[config.mk]
export PLATFORM = sky130hd
export DESIGN_NAME = pt_power_table
export DESIGN_NICKNAME = d
export VERILOG_FILES = /design/src/rtl/pt_pkg.sv /design/src/rtl/pt_spi_rx.sv /design/src/rtl/pt_ctrl.sv /design/src/rtl/pt_table.sv /design/src/rtl/pt_power_table.sv
export SDC_FILE = /design/constraint.sdc
export NUM_CORES = 1
export LEC_CHECK = 0
export ABC_AREA = 1
export BUFFER_PORTS_ARGS = -buffer_cell sky130_fd_sc_hd__buf_2
export CORE_AREA = 2 2 126 128
export DETAILED_ROUTE_END_ITERATION = 6
export DIE_AREA = 0 0 128 130
export GPL_TIMING_DRIVEN = 1
export HOLD_SLACK_MARGIN = 0.02
export PLACE_DENSITY_LB_ADDON = 0.05
export SLEW_MARGIN = 20
export SYNTH_ARGS = -nofsm -noshare
export SYNTH_HDL_FRONTEND = slang
export SYNTH_SLANG_ARGS = --single-unit
[constraint.sdc]
create_clock -name clk_i -period 3.85 [get_ports clk_i]
set_input_delay 1.155 -clock clk_i [delete_from_list [all_inputs] [get_ports clk_i]]
set_output_delay 1.155 -clock clk_i [all_outputs]
set_load 0.1 [all_outputs]
[src/rtl/pt_pkg.sv]
package pt_pkg;
  localparam int unsigned BYTE_W        = 8;
  localparam int unsigned N_ENTRY       = 8;
  localparam int unsigned ADDR_W        = 6;
  localparam int unsigned HDR_RD_BIT    = 7;
  localparam int unsigned HDR_BURST_BIT = 6;
  localparam logic [ADDR_W-1:0] TBL_ADDR = 6'h3E;
  localparam logic [BYTE_W-1:0] ENTRY0_RST = 8'hC6;

  typedef enum logic [1:0] {
    ST_HDR  = 2'd0,
    ST_DATA = 2'd1,
    ST_SKIP = 2'd2
  } pt_state_e;
endpackage

[src/rtl/pt_spi_rx.sv]
module pt_spi_rx #(
  parameter int unsigned BYTE_W = 8,
  localparam int unsigned CNT_W = $clog2(BYTE_W)
) (
  input  logic              clk_i,
  input  logic              rst_ni,
  input  logic              csn_i,
  input  logic              sclk_i,
  input  logic              mosi_i,
  output logic              shift_o,
  output logic              byte_vld_o,
  output logic [BYTE_W-1:0] byte_o
);
  logic             sclk_q;
  logic [CNT_W-1:0] bit_cnt_q;
  logic [BYTE_W-2:0] sh_q;
  logic             rise, fall;

  assign rise = sclk_i & ~sclk_q & ~csn_i;
  assign fall = ~sclk_i & sclk_q & ~csn_i;

  always_ff @(posedge clk_i or negedge rst_ni) begin
    if (!rst_ni) sclk_q <= 1'b0;
    else         sclk_q <= sclk_i;
  end

  always_ff @(posedge clk_i or negedge rst_ni) begin
    if (!rst_ni) begin
      bit_cnt_q <= '0;
      sh_q      <= '0;
    end else if (csn_i) begin
      bit_cnt_q <= '0;
      sh_q      <= '0;
    end else if (rise) begin
      sh_q <= {sh_q[BYTE_W-3:0], mosi_i};
      if (bit_cnt_q == CNT_W'(BYTE_W-1)) bit_cnt_q <= '0;
      else                               bit_cnt_q <= bit_cnt_q + 1'b1;
    end
  end

  // no shift on the fall that closes a byte: the next byte's MSB is already up
  assign shift_o    = fall && (bit_cnt_q != '0);
  assign byte_vld_o = rise && (bit_cnt_q == CNT_W'(BYTE_W-1));
  assign byte_o     = {sh_q, mosi_i};
endmodule

[src/rtl/pt_ctrl.sv]
module pt_ctrl
  import pt_pkg::*;
#(
  parameter int unsigned BYTE_W  = pt_pkg::BYTE_W,
  parameter int unsigned N_ENTRY = pt_pkg::N_ENTRY,
  parameter logic [pt_pkg::ADDR_W-1:0] ADDR = pt_pkg::TBL_ADDR,
  localparam int unsigned IDX_W  = $clog2(N_ENTRY)
) (
  input  logic              clk_i,
  input  logic              rst_ni,
  input  logic              csn_i,
  input  logic              shift_i,
  input  logic              byte_vld_i,
  input  logic [BYTE_W-1:0] byte_i,
  output logic [IDX_W-1:0]  rd_idx_o,
  input  logic [BYTE_W-1:0] rd_data_i,
  output logic              wr_en_o,
  output logic [IDX_W-1:0]  wr_idx_o,
  output logic [BYTE_W-1:0] wr_data_o,
  output logic [IDX_W-1:0]  idx_o,
  output logic              miso_o
);
  pt_state_e         state_q;
  logic              rd_q, burst_q;
  logic [IDX_W-1:0]  idx_q, idx_inc;
  logic [BYTE_W-1:0] tx_q;
  logic              hdr_hit;

  assign idx_inc = (idx_q == IDX_W'(N_ENTRY-1)) ? '0 : idx_q + 1'b1;
  assign hdr_hit = (byte_i[ADDR_W-1:0] == ADDR);

  // header phase fetches the current entry, data phase prefetches the next
  assign rd_idx_o = (state_q == ST_DATA) ? idx_inc : idx_q;

  always_ff @(posedge clk_i or negedge rst_ni) begin
    if (!rst_ni) begin
      state_q <= ST_HDR;
      rd_q    <= 1'b0;
      burst_q <= 1'b0;
      idx_q   <= '0;
      tx_q    <= '0;
    end else if (csn_i) begin
      state_q <= ST_HDR;
      rd_q    <= 1'b0;
      burst_q <= 1'b0;
      idx_q   <= '0;
      tx_q    <= '0;
    end else begin
      unique case (state_q)
        ST_HDR: if (byte_vld_i) begin
          if (hdr_hit) begin
            state_q <= ST_DATA;
            rd_q    <= byte_i[HDR_RD_BIT];
            burst_q <= byte_i[HDR_BURST_BIT];
            tx_q    <= byte_i[HDR_RD_BIT] ? rd_data_i : '0;
          end else begin
            state_q <= ST_SKIP;
          end
        end
        ST_DATA: begin
          if (byte_vld_i) begin
            idx_q <= idx_inc;
            if (burst_q) begin
              tx_q <= rd_q ? rd_data_i : '0;
            end else begin
              state_q <= ST_HDR;
              tx_q    <= '0;
            end
          end else if (shift_i) begin
            tx_q <= {tx_q[BYTE_W-2:0], 1'b0};
          end
        end
        ST_SKIP: ;
        default: state_q <= ST_HDR;
      endcase
    end
  end

  assign wr_en_o   = (state_q == ST_DATA) && byte_vld_i && !rd_q && !csn_i;
  assign wr_idx_o  = idx_q;
  assign wr_data_o = byte_i;
  assign idx_o     = idx_q;
  assign miso_o    = !csn_i && (state_q == ST_DATA) && rd_q && tx_q[BYTE_W-1];
endmodule

[src/rtl/pt_table.sv]
module pt_table #(
  parameter int unsigned BYTE_W  = pt_pkg::BYTE_W,
  parameter int unsigned N_ENTRY = pt_pkg::N_ENTRY,
  parameter logic [pt_pkg::BYTE_W-1:0] ENTRY0_RST = pt_pkg::ENTRY0_RST,
  localparam int unsigned IDX_W  = $clog2(N_ENTRY)
) (
  input  logic                           clk_i,
  input  logic                           rst_ni,
  input  logic                           sleep_i,
  input  logic                           wr_en_i,
  input  logic [IDX_W-1:0]               wr_idx_i,
  input  logic [BYTE_W-1:0]              wr_data_i,
  input  logic [IDX_W-1:0]               rd_idx_i,
  output logic [BYTE_W-1:0]              rd_data_o,
  input  logic [IDX_W-1:0]               sel_i,
  output logic [BYTE_W-1:0]              power_o,
  output logic [N_ENTRY-1:0][BYTE_W-1:0] tbl_o
);
  logic [N_ENTRY-1:0][BYTE_W-1:0] mem_q;
  logic [BYTE_W-1:0]              power_q;

  for (genvar g = 0; g < N_ENTRY; g++) begin : g_entry
    logic hit;
    assign hit = wr_en_i && (wr_idx_i == IDX_W'(g));
    if (g == 0) begin : g_keep
      always_ff @(posedge clk_i or negedge rst_ni) begin
        if (!rst_ni)  mem_q[g] <= ENTRY0_RST;
        else if (hit) mem_q[g] <= wr_data_i;
      end
    end else begin : g_volatile
      // sleep wins over a concurrent write
      always_ff @(posedge clk_i or negedge rst_ni) begin
        if (!rst_ni)      mem_q[g] <= '0;
        else if (sleep_i) mem_q[g] <= '0;
        else if (hit)     mem_q[g] <= wr_data_i;
      end
    end
  end

  always_ff @(posedge clk_i or negedge rst_ni) begin
    if (!rst_ni) power_q <= '0;
    else         power_q <= mem_q[sel_i];
  end

  assign rd_data_o = mem_q[rd_idx_i];
  assign power_o   = power_q;
  assign tbl_o     = mem_q;
endmodule

[src/rtl/pt_power_table.sv]
module pt_power_table #(
  parameter int unsigned BYTE_W  = pt_pkg::BYTE_W,
  parameter int unsigned N_ENTRY = pt_pkg::N_ENTRY,
  parameter logic [pt_pkg::ADDR_W-1:0] ADDR       = pt_pkg::TBL_ADDR,
  parameter logic [pt_pkg::BYTE_W-1:0] ENTRY0_RST = pt_pkg::ENTRY0_RST,
  localparam int unsigned IDX_W  = $clog2(N_ENTRY)
) (
  input  logic              clk_i,
  input  logic              rst_ni,
  input  logic              csn_i,
  input  logic              sclk_i,
  input  logic              mosi_i,
  output logic              miso_o,
  input  logic [IDX_W-1:0]  pa_sel_i,
  input  logic              sleep_i,
  output logic [BYTE_W-1:0] power_o
);
  logic                           shift, byte_vld, wr_en;
  logic [BYTE_W-1:0]              rx_byte, rd_data, wr_data;
  logic [IDX_W-1:0]               rd_idx, wr_idx, idx;
  logic [N_ENTRY-1:0][BYTE_W-1:0] tbl;

  pt_spi_rx #(.BYTE_W(BYTE_W)) u_rx (
    .clk_i, .rst_ni, .csn_i, .sclk_i, .mosi_i,
    .shift_o(shift), .byte_vld_o(byte_vld), .byte_o(rx_byte)
  );

  pt_ctrl #(.BYTE_W(BYTE_W), .N_ENTRY(N_ENTRY), .ADDR(ADDR)) u_ctrl (
    .clk_i, .rst_ni, .csn_i,
    .shift_i(shift), .byte_vld_i(byte_vld), .byte_i(rx_byte),
    .rd_idx_o(rd_idx), .rd_data_i(rd_data),
    .wr_en_o(wr_en), .wr_idx_o(wr_idx), .wr_data_o(wr_data),
    .idx_o(idx), .miso_o
  );

  pt_table #(.BYTE_W(BYTE_W), .N_ENTRY(N_ENTRY), .ENTRY0_RST(ENTRY0_RST)) u_tbl (
    .clk_i, .rst_ni, .sleep_i,
    .wr_en_i(wr_en), .wr_idx_i(wr_idx), .wr_data_i(wr_data),
    .rd_idx_i(rd_idx), .rd_data_o(rd_data),
    .sel_i(pa_sel_i), .power_o, .tbl_o(tbl)
  );
endmodule

==> impl_metrics.tcl, run 1 <==
set metrics [dict create \
    dp_hpwl_mm 11.4 \
    yosysTopAreaCellShare_pct 44.5 \
    synthSimpleGateAreaFrac_pct 26.2 \
    cts_resized 0 \
    pre_cts_ws_ns 0.793 \
    clockBufferDepth 2 \
    fin_hold_ws_ns 0.509 \
    p_per_area_nw_per_um2 401 \
    drc_errors 0 \
    fmax_mhz 328 \
    n_antenna_cell 0 \
    die_x_um 128 \
    status "complete, no violations" \
    grt_max_degree 53 \
    wl_met3_um 574 \
    fin_ws_ns 0.797 \
    synthArstFlopShare_pct 100 \
    drt_first_pass_iters 5 \
    hp-class "reg -> reg" \
    drt-met1-wl_mm 8.37 \
    rows 46 \
    synthTopCellsByCount "nand2_1 (139), nand3_1 (95), dfrtp_1 (94)" \
    wl_per_cell_um 19.3 \
    ys_ff_latch 98 \
    design_area_um2 5740 \
    timing.final.max_slew_violations 0 \
    ys_types 31 \
    cp-end-kind "output pin" \
    cap_violations 0 \
    top_layer_used "met4" \
    ir_worst_vdd_uv 214 \
    antenna_found_initial 0 \
    setup_violations 0 \
    hold_viol_final 0 \
    wl_met2_mm 7.44 \
    post-route-period-util_pct 79.3 \
    initial_core_util_pct 34.2 \
    leakage_nw 2.50 \
    drive_gt1_share_pct 9.96 \
    grt_usage_pct 21.5 \
    fin_worst_skew_ns 0.00795 \
    placed_area_um2 5480 \
    cts_num_sinks 98 \
    synthXorXnorAreaFrac_pct 0 \
    clk_pin_slew_ns 0.07 \
    arrival_ns 1.90 \
    fin_setup_tns_ns 0 \
    critical_path.startpoint_type "input port" \
    synth_area_um2 5280 \
    root_buffer "clkbuf_16" \
    routabilityCongestion 0.826 \
    synth_top_cell_by_area "dfrtp_1" \
    crit_fanout 6 \
    synth_top_family_by_area "simple AND/OR/NAND/NOR gates" \
    core_area_um2 15400 \
    vias_per_cell 5.36 \
    ant_nets 0 \
    max-slew-margin-rel_pct 30.3 \
    seq_area_frac_synth_pct 46.5 \
    io_buffers 17 \
    cts_tree "yes" \
    min_period_ns 3.05 \
    overflow 0 \
    cts-buffers-inserted 9 \
    fin_util_pct 37.2 \
    nNetsFinal 697 \
    num_vias 4690 \
    critPathRequiredTime_ns 2.69 \
    postCtsHoldBufs 0 \
    synth_fa_ha_area_share_pct 2.13 \
    dp_cells 860 \
    layout.cells.non_filler 875 \
    synth_edf_count 0 \
    clkLatencyLatePin_ns 0.36 \
    synth.mux.area_fraction_pct 0 \
    netlist_instances 679 \
    syn_to_final_growth_pct 8.77 \
    synth_area_leaders "dfrtp_1 (45%), nand2_1 (9.9%), nand3_1 (9.0%)" \
    rsz0062_at_grt "false" \
    wl_mm 16.9 \
    synth.most_common_cell "nand2_1" \
    synth_flop_cell "dfrtp_1" \
    synth-compound-area-share_pct 17.0 \
    syn_nets 697 \
    ys_warn_count 0 \
    dieArea_um2 16600 \
    grt_pass1_wl_mm 26.4 \
    grt_pass1_vias 4488 \
    cts_setup_buffers 0 \
    die_h_um 130 \
    drtIter0Drc 358 \
    power_mw 2.30 \
    ioPinCount 18 \
    synth.avg_cell_area_um2 7.78 \
    path_class "in -> out" \
    rrSetupSlack_ns 1.08 \
    cts-htree-levels 3 \
    worstMarginPinSlew_ns 1.05 \
]
## worst max-delay path, stage by stage
cell,delay [ns]
buf_2,0.14
nor3_2,0.16
buf_2,0.44
## sequential cells by signal, summed over array words and instances (netlist names)
signal,count
u_tbl.tbl_o,64
u_ctrl.tx_q,8
u_tbl.power_o,8
u_rx.sh_q,7
u_ctrl.idx_o,3
u_rx.bit_cnt_q,3
u_ctrl.state_q,2
u_ctrl.burst_q,1
u_ctrl.rd_q,1
u_rx.sclk_q,1
## kinds of logic after synthesis
group           count (synthesis)
simple gates                  310
compound gates                163
buf+inv                        99
flops                          98
fa+ha+maj                       9
## cells in the final DEF, fill, tap and decap left out
cell type	synthesis	layout
nand2_1	139	139
nand3_1	95	95
dfrtp_1	94	94
o21ai_0	77	76
inv_1	59	59
nor2_1	57	57
o21ai_1	32	33
a21oi_1	17	17
buf_2	9	16
o22ai_1	15	15
ha_1	9	9
clkbuf_16	0	9
inv_2	8	8
a31oi_1	7	7
a21oi_2	7	7
nand2_4	5	5
nand4_1	4	4
clkbuf_1	15	4
dfstp_2	4	4
o211ai_1	3	3
nand2_2	3	3
o21ai_2	3	3
buf_4	0	3
nor2_8	2	2
clkbuf_8	0	2
clkinv_1	1	1
a21o_1	1	1
nor3_2	0	1
nor3_1	2	1
or2_2	1	1
o22ai_2	1	1
nor2_2	1	1
nand3_2	1	1
buf_12	0	1
## per-layer routing
metal  up-vias  track usage, %
met3        29            3.12
li1       2261               -
met2       122            32.0
met5         -               0
met1      2278            30.9
met4         0            10.1
## cell type report
cell class                 instances  area (µm²)
tap                              192         240
fill                            1677        9680
multi-input combinational        482        2400
clock buffer                      15         268
timing repair buffer              20         123
sequential                        98        2460
inverter                          68         255
## final timing paths
check                      cells after the start               to             from
max                                            3           miso_o            csn_i
min                                            2   u_tbl.tbl_o[2]   u_tbl.tbl_o[2]
max reg2reg                                   12   u_ctrl.tx_q[5]  u_ctrl.idx_o[0]
min reg2reg                                    2   u_tbl.tbl_o[2]   u_tbl.tbl_o[2]
max in group asynchronous                      2   u_tbl.tbl_o[7]           rst_ni
min in group asynchronous                      1  u_tbl.tbl_o[53]           rst_ni
## power breakdown
part / switching (mW) / internal (mW)
registers: 0.0317 / 1.08
clock network: 0.402 / 0.472
logic: 0.235 / 0.0777
total: 0.669 / 1.63
Note: power is estimated with default switching activity, not from simulation.
==> run 2: changes to the inputs <==
==> constraint.sdc (replaced) <==
create_clock -name clk_i -period 2.6 [get_ports clk_i]
set_input_delay 0.78 -clock clk_i [delete_from_list [all_inputs] [get_ports clk_i]]
set_output_delay 0.78 -clock clk_i [all_outputs]
set_load 0.1 [all_outputs]
==> impl_metrics.tcl, run 2 (synthesis results as in run 1) <==
set metrics [dict create \
    status "complete, no violations" \
    cts_num_sinks 98 \
    drc_errors 0 \
    antenna_found_initial 0 \
    dp_hpwl_mm 12.0 \
    drt_first_pass_iters 5 \
    p_per_area_nw_per_um2 590 \
    layout_common_cells "nand2_1 (139), nand3_1 (95), dfrtp_1 (94)" \
    clkLatencyLatePin_ns 0.35 \
    worstMarginPinSlew_ns 0.587 \
    overflow 0 \
    dieArea_um2 16600 \
    die_h_um 130 \
    timing.final.max_slew_violations 0 \
    worst_path_max_delay_cell "dfrtp_1" \
    cts_tree "yes" \
    fin_worst_skew_ns 0.00629 \
    ant_nets 0 \
    ioPinCount 18 \
    postCtsHoldBufs 0 \
    cp-end-kind "flop" \
    fin_setup_tns_ns 0 \
    r2r_end "u_ctrl.tx_q[5]" \
    num_vias 4700 \
    path_class "reg -> reg" \
    initial_core_util_pct 34.2 \
    multiInputGateArea_um2 2410 \
    hold_viol_final 0 \
    grt_usage_pct 21.4 \
    nNetsFinal 711 \
    cpPeakStageDelay_ns 0.48 \
    clockBufferDepth 2 \
    layout_commonest_cell "nand2_1" \
    cp_common_cell "nand2_1" \
    pre_cts_ws_ns 0.130 \
    wl_mm 16.8 \
    die_x_um 128 \
    largest_reg_flops 64 \
    rr_startpoint "u_ctrl.idx_o[0]" \
    design_area_um2 5890 \
    fmax_mhz 425 \
    cts-htree-levels 3 \
    leakage_nw 2.59 \
    r2r_cells 12 \
    rsz0062_at_grt "false" \
    seqCellArea_um2 2460 \
    grt_max_degree 42 \
    critical_path.startpoint_type "flop" \
    wl_per_cell_um 18.9 \
    power_mw 3.47 \
    syn_to_final_growth_pct 11.5 \
    hp-class "in -> async" \
    worstPathCellList "ha_1, ha_1, inv_1, nand2_1, nand2_2, nand2_2, nand2_1, nand3_1, nand3_1, nand2_1, nand2_1, a21oi_2" \
    cap_violations 0 \
    max-slew-margin-rel_pct 60.8 \
    root_buffer "clkbuf_16" \
    drive_gt1_share_pct 12.1 \
    cts_setup_buffers 0 \
    setup_violations 0 \
    clk_pin_slew_ns 0.07 \
    critPathRequiredTime_ns 2.89 \
    n_antenna_cell 0 \
    cts-buffers-inserted 9 \
    layout.cells.non_filler 889 \
    grt_pass1_wl_mm 26.4 \
    crit_fanout 20 \
    placed_area_um2 5600 \
    arrival_ns 2.64 \
    rrSetupSlack_ns 0.25 \
    core_area_um2 15400 \
    min_period_ns 2.35 \
    fill_cells 1639 \
    critPathLaunch "u_ctrl.idx_o[0]" \
    dp_cells 874 \
    cts_resized 0 \
    ir_worst_vdd_uv 303 \
    post-route-period-util_pct 90.5 \
    drtIter0Drc 364 \
    routabilityCongestion 0.872 \
    rows 46 \
    fin_ws_ns 0.248 \
    io_buffers 17 \
    cp-endpoint "u_ctrl.tx_q[5]" \
    grt_pass1_vias 4544 \
    vias_per_cell 5.29 \
]
run 2: cell types whose count changed in the layout (fill, tap and decap cells not counted):
cell | previous run | this run
nor3_4 | 0 | 1
buf_2 | 16 | 15
clkbuf_8 | 2 | 1
buf_12 | 1 | 2
o21ai_1 | 33 | 32
clkinv_2 | 0 | 2
nor3_2 | 1 | 0
bufinv_16 | 0 | 1
buf_4 | 3 | 17
o21ai_0 | 76 | 77
clkbuf_1 | 4 | 2
run 2: final cells by class:
class / instances / share of cell area [%]
sequential: 98 / 41.7
multi-input combinational: 482 / 40.9
inverter: 68 / 4.33
tap: 192 / 4.08
clock buffer: 12 / 4.19
timing repair buffer: 34 / 4.12
clock inverter: 3 / 0.680
run 2: how the worst min path moves through the flow:
stage	startpoint	end	cells after the start	slack [ns]
2_1_floorplan	u_ctrl.tx_q[0]	u_ctrl.tx_q[0]	2	0.46
3_3_place_gp	u_ctrl.tx_q[0]	u_ctrl.tx_q[0]	2	0.49
3_5_place_dp	u_ctrl.tx_q[0]	u_ctrl.tx_q[0]	2	0.49
4_1_cts	rst_ni	u_tbl.tbl_o[51]	1	0.34
5_1_grt	rst_ni	u_tbl.tbl_o[51]	1	0.35
6_report	rst_ni	u_tbl.tbl_o[51]	1	0.32
run 2: worst max-delay path, delay by kind of cell, from the launching register on:
kind	cells	cell delay (ns)
flip-flops	1	0.48
AND/OR/NAND/NOR	8	1.18
AO/OA/AOI/OAI	1	0.13
adder cells (fa/ha/maj)	2	0.43
buffers and inverters	1	0.05
run 2: report_power, final:
group          internal (mW)  switching [mW]
Combinational          0.123           0.350
Sequential              1.60          0.0486
Clock                  0.765           0.585
Total                   2.49           0.983
run 2: per-stage QoR:
step / hold WS (ns) / util, %
3_5_place_dp: 0.493 / 36.3
3_3_place_gp: 0.487 / 36.3
5_1_grt: 0.349 / 38.2
2_1_floorplan: 0.459 / -
4_1_cts: 0.335 / 38.2
6_report: 0.323 / 38.2
run 2: metal layers:
metal	vias to the layer above	wire length (µm)	track usage [%]	share of wire, %
met5	-	0	0	0
met1	2236	7950	29.8	47
met4	0	392	8.14	2.3
met2	143	7410	32.9	44
li1	2294	-	-	-
met3	27	1080	4.51	6.4
==> run 3: changes to the inputs <==
--- a/config.mk
+++ b/config.mk
@@ -7,13 +7,15 @@
 export LEC_CHECK = 0
 export ABC_AREA = 1
 export BUFFER_PORTS_ARGS = -buffer_cell sky130_fd_sc_hd__buf_2
-export CORE_AREA = 2 2 126 128
+export CELL_PAD_IN_SITES_DETAIL_PLACEMENT = 1
+export CELL_PAD_IN_SITES_GLOBAL_PLACEMENT = 2
+export CORE_AREA = 2 2 128 130
 export DETAILED_ROUTE_END_ITERATION = 6
-export DIE_AREA = 0 0 128 130
+export DIE_AREA = 0 0 130 132
 export GPL_TIMING_DRIVEN = 1
 export HOLD_SLACK_MARGIN = 0.02
 export PLACE_DENSITY_LB_ADDON = 0.05
-export SLEW_MARGIN = 20
+export SLEW_MARGIN = 25
 export SYNTH_ARGS = -nofsm -noshare
 export SYNTH_HDL_FRONTEND = slang
 export SYNTH_SLANG_ARGS = --single-unit
==> impl_metrics.tcl, run 3 (synthesis results as in run 1) <==
set metrics [dict create \
    cts-buffers-inserted 9 \
    initial_core_util_pct 33.6 \
    cts_resized 0 \
    cts_num_sinks 98 \
    power_mw 3.49 \
    drive_gt1_share_pct 12.8 \
    root_buffer "clkbuf_16" \
    top_layer_used "met4" \
    die_x_um 130 \
    worst_path_max_delay_cell "dfrtp_1" \
    r2r_cells 12 \
    cts_tree "yes" \
    n_antenna_cell 0 \
    worstMarginPinSlew_ns 0.599 \
    max-slew-margin-rel_pct 60.0 \
    fmax_mhz 446 \
    drtIter0Drc 300 \
    wl_per_cell_um 20.6 \
    critical_path.startpoint_type "flop" \
    grt_pass1_vias 4983 \
    core_area_um2 15700 \
    drc_errors 0 \
    intPower_mw 2.40 \
    worstPathCellList "inv_2, nand2_4, nor3_4, buf_12" \
    timing.final.max_slew_violations 0 \
    io_buffers 17 \
    netSwitchingFraction_pct 31.3 \
    clk_pin_slew_ns 0.08 \
    grt_max_degree 39 \
    rrSetupSlack_ns 0.36 \
    ioPinCount 18 \
    grt_pass1_wl_mm 30.1 \
    rsz0062_at_grt "false" \
    wl_mm 18.9 \
    clockBufferDepth 2 \
    syn_to_final_growth_pct 12.7 \
    critPathRequiredTime_ns 1.82 \
    ir_worst_vdd_uv 297 \
    p_switching_mw 1.09 \
    leakage_nw 2.60 \
    overflow 0 \
    ant_nets 0 \
    largest_reg_flops 64 \
    cp-end-kind "output pin" \
    p_clk_share_pct 38.6 \
    min_period_ns 2.24 \
    arrival_ns 1.46 \
    grt_usage_pct 23.3 \
    hp-class "in -> async" \
    p_seq_share_pct 47.3 \
    num_vias 4805 \
    cpPeakStageDelay_ns 0.48 \
    drt-met1-wl_mm 9.13 \
    postCtsHoldBufs 0 \
    rows 46 \
    hold_viol_final 0 \
    clkLatencyLatePin_ns 0.36 \
    setup_violations 0 \
    cts-htree-levels 3 \
    vias_per_cell 5.24 \
    dieArea_um2 17200 \
    fin_setup_tns_ns 0 \
    post-route-period-util_pct 86.3 \
    r2r_end "u_ctrl.tx_q[1]" \
    wl_met3_um 617 \
    drt_first_pass_iters 5 \
    crit_fanout 9 \
    dp_hpwl_mm 13.2 \
    routabilityCongestion 0.812 \
    rr_startpoint "u_ctrl.idx_o[0]" \
    critPathLaunch "u_ctrl.state_q[1]" \
    cts_setup_buffers 0 \
    cp_top_family "flip-flops" \
    die_h_um 132 \
    fin_worst_skew_ns 0.0117 \
    crit_buf_inv 2 \
    layout_commonest_cell "nand2_1" \
    antenna_found_initial 0 \
    comb_power_share_pct 14.0 \
    path_class "reg -> out" \
    status "complete, no violations" \
    layout_common_cells "nand2_1 (139), nand3_1 (95), dfrtp_1 (94)" \
    cap_violations 0 \
    p_per_area_nw_per_um2 586 \
    wl_met2_mm 8.86 \
    nNetsFinal 714 \
]
run 3: worst max-delay path by stage:
stage | end | slack [ns] | cells past startpoint
3_3_place_gp | u_tbl.tbl_o[51] | 0.32 | 11
4_1_cts | miso_o | 0.35 | 4
5_1_grt | u_ctrl.tx_q[7] | 0.18 | 12
6_report | miso_o | 0.36 | 4
2_1_floorplan | miso_o | 0.25 | 1
3_5_place_dp | u_tbl.tbl_o[53] | 0.26 | 11
run 3: per-layer routing:
layer / global-route usage [%] / vias to the layer above
met3: 2.52 / 20
met4: 5.91 / 0
met2: 36.8 / 71
li1: - / 2296
met1: 34.0 / 2418
met5: 0 / -
run 3: layout make-up:
cell class,count,area (µm²)
clock buffers,9,225
clock inverters,7,60.1
fillers,1924,9760
inverters,68,255
multi-input cells,482,2410
flip-flops and latches,98,2460
well taps,216,270
repair buffers,37,278
run 3: per-stage QoR:
| stage | std cells | worst slack [ns] | hold slack (ns) | util [%] | cell area [µm²] |
|---|---|---|---|---|---|
| 2_1_floorplan | 679 | 0.252 | 0.459 | - | 5290 |
| 3_3_place_gp | 901 | 0.315 | 0.499 | 36.1 | 5670 |
| 3_5_place_dp | 901 | 0.260 | 0.507 | 36.1 | 5670 |
| 4_1_cts | 917 | 0.345 | 0.436 | 37.9 | 5950 |
| 5_1_grt | 917 | 0.183 | 0.453 | 37.9 | 5950 |
| 6_report | 917 | 0.357 | 0.416 | 37.9 | 5950 |
run 3: power by group through the flow:
stage	clock (mW)	combinational, mW	sequential (mW)
6_report	1.35	0.490	1.65
5_1_grt	1.45	0.545	1.66
4_1_cts	1.38	0.496	1.65
3_5_place_dp	0	0.494	1.68
3_3_place_gp	0	0.487	1.68
2_1_floorplan	0	0.250	1.76
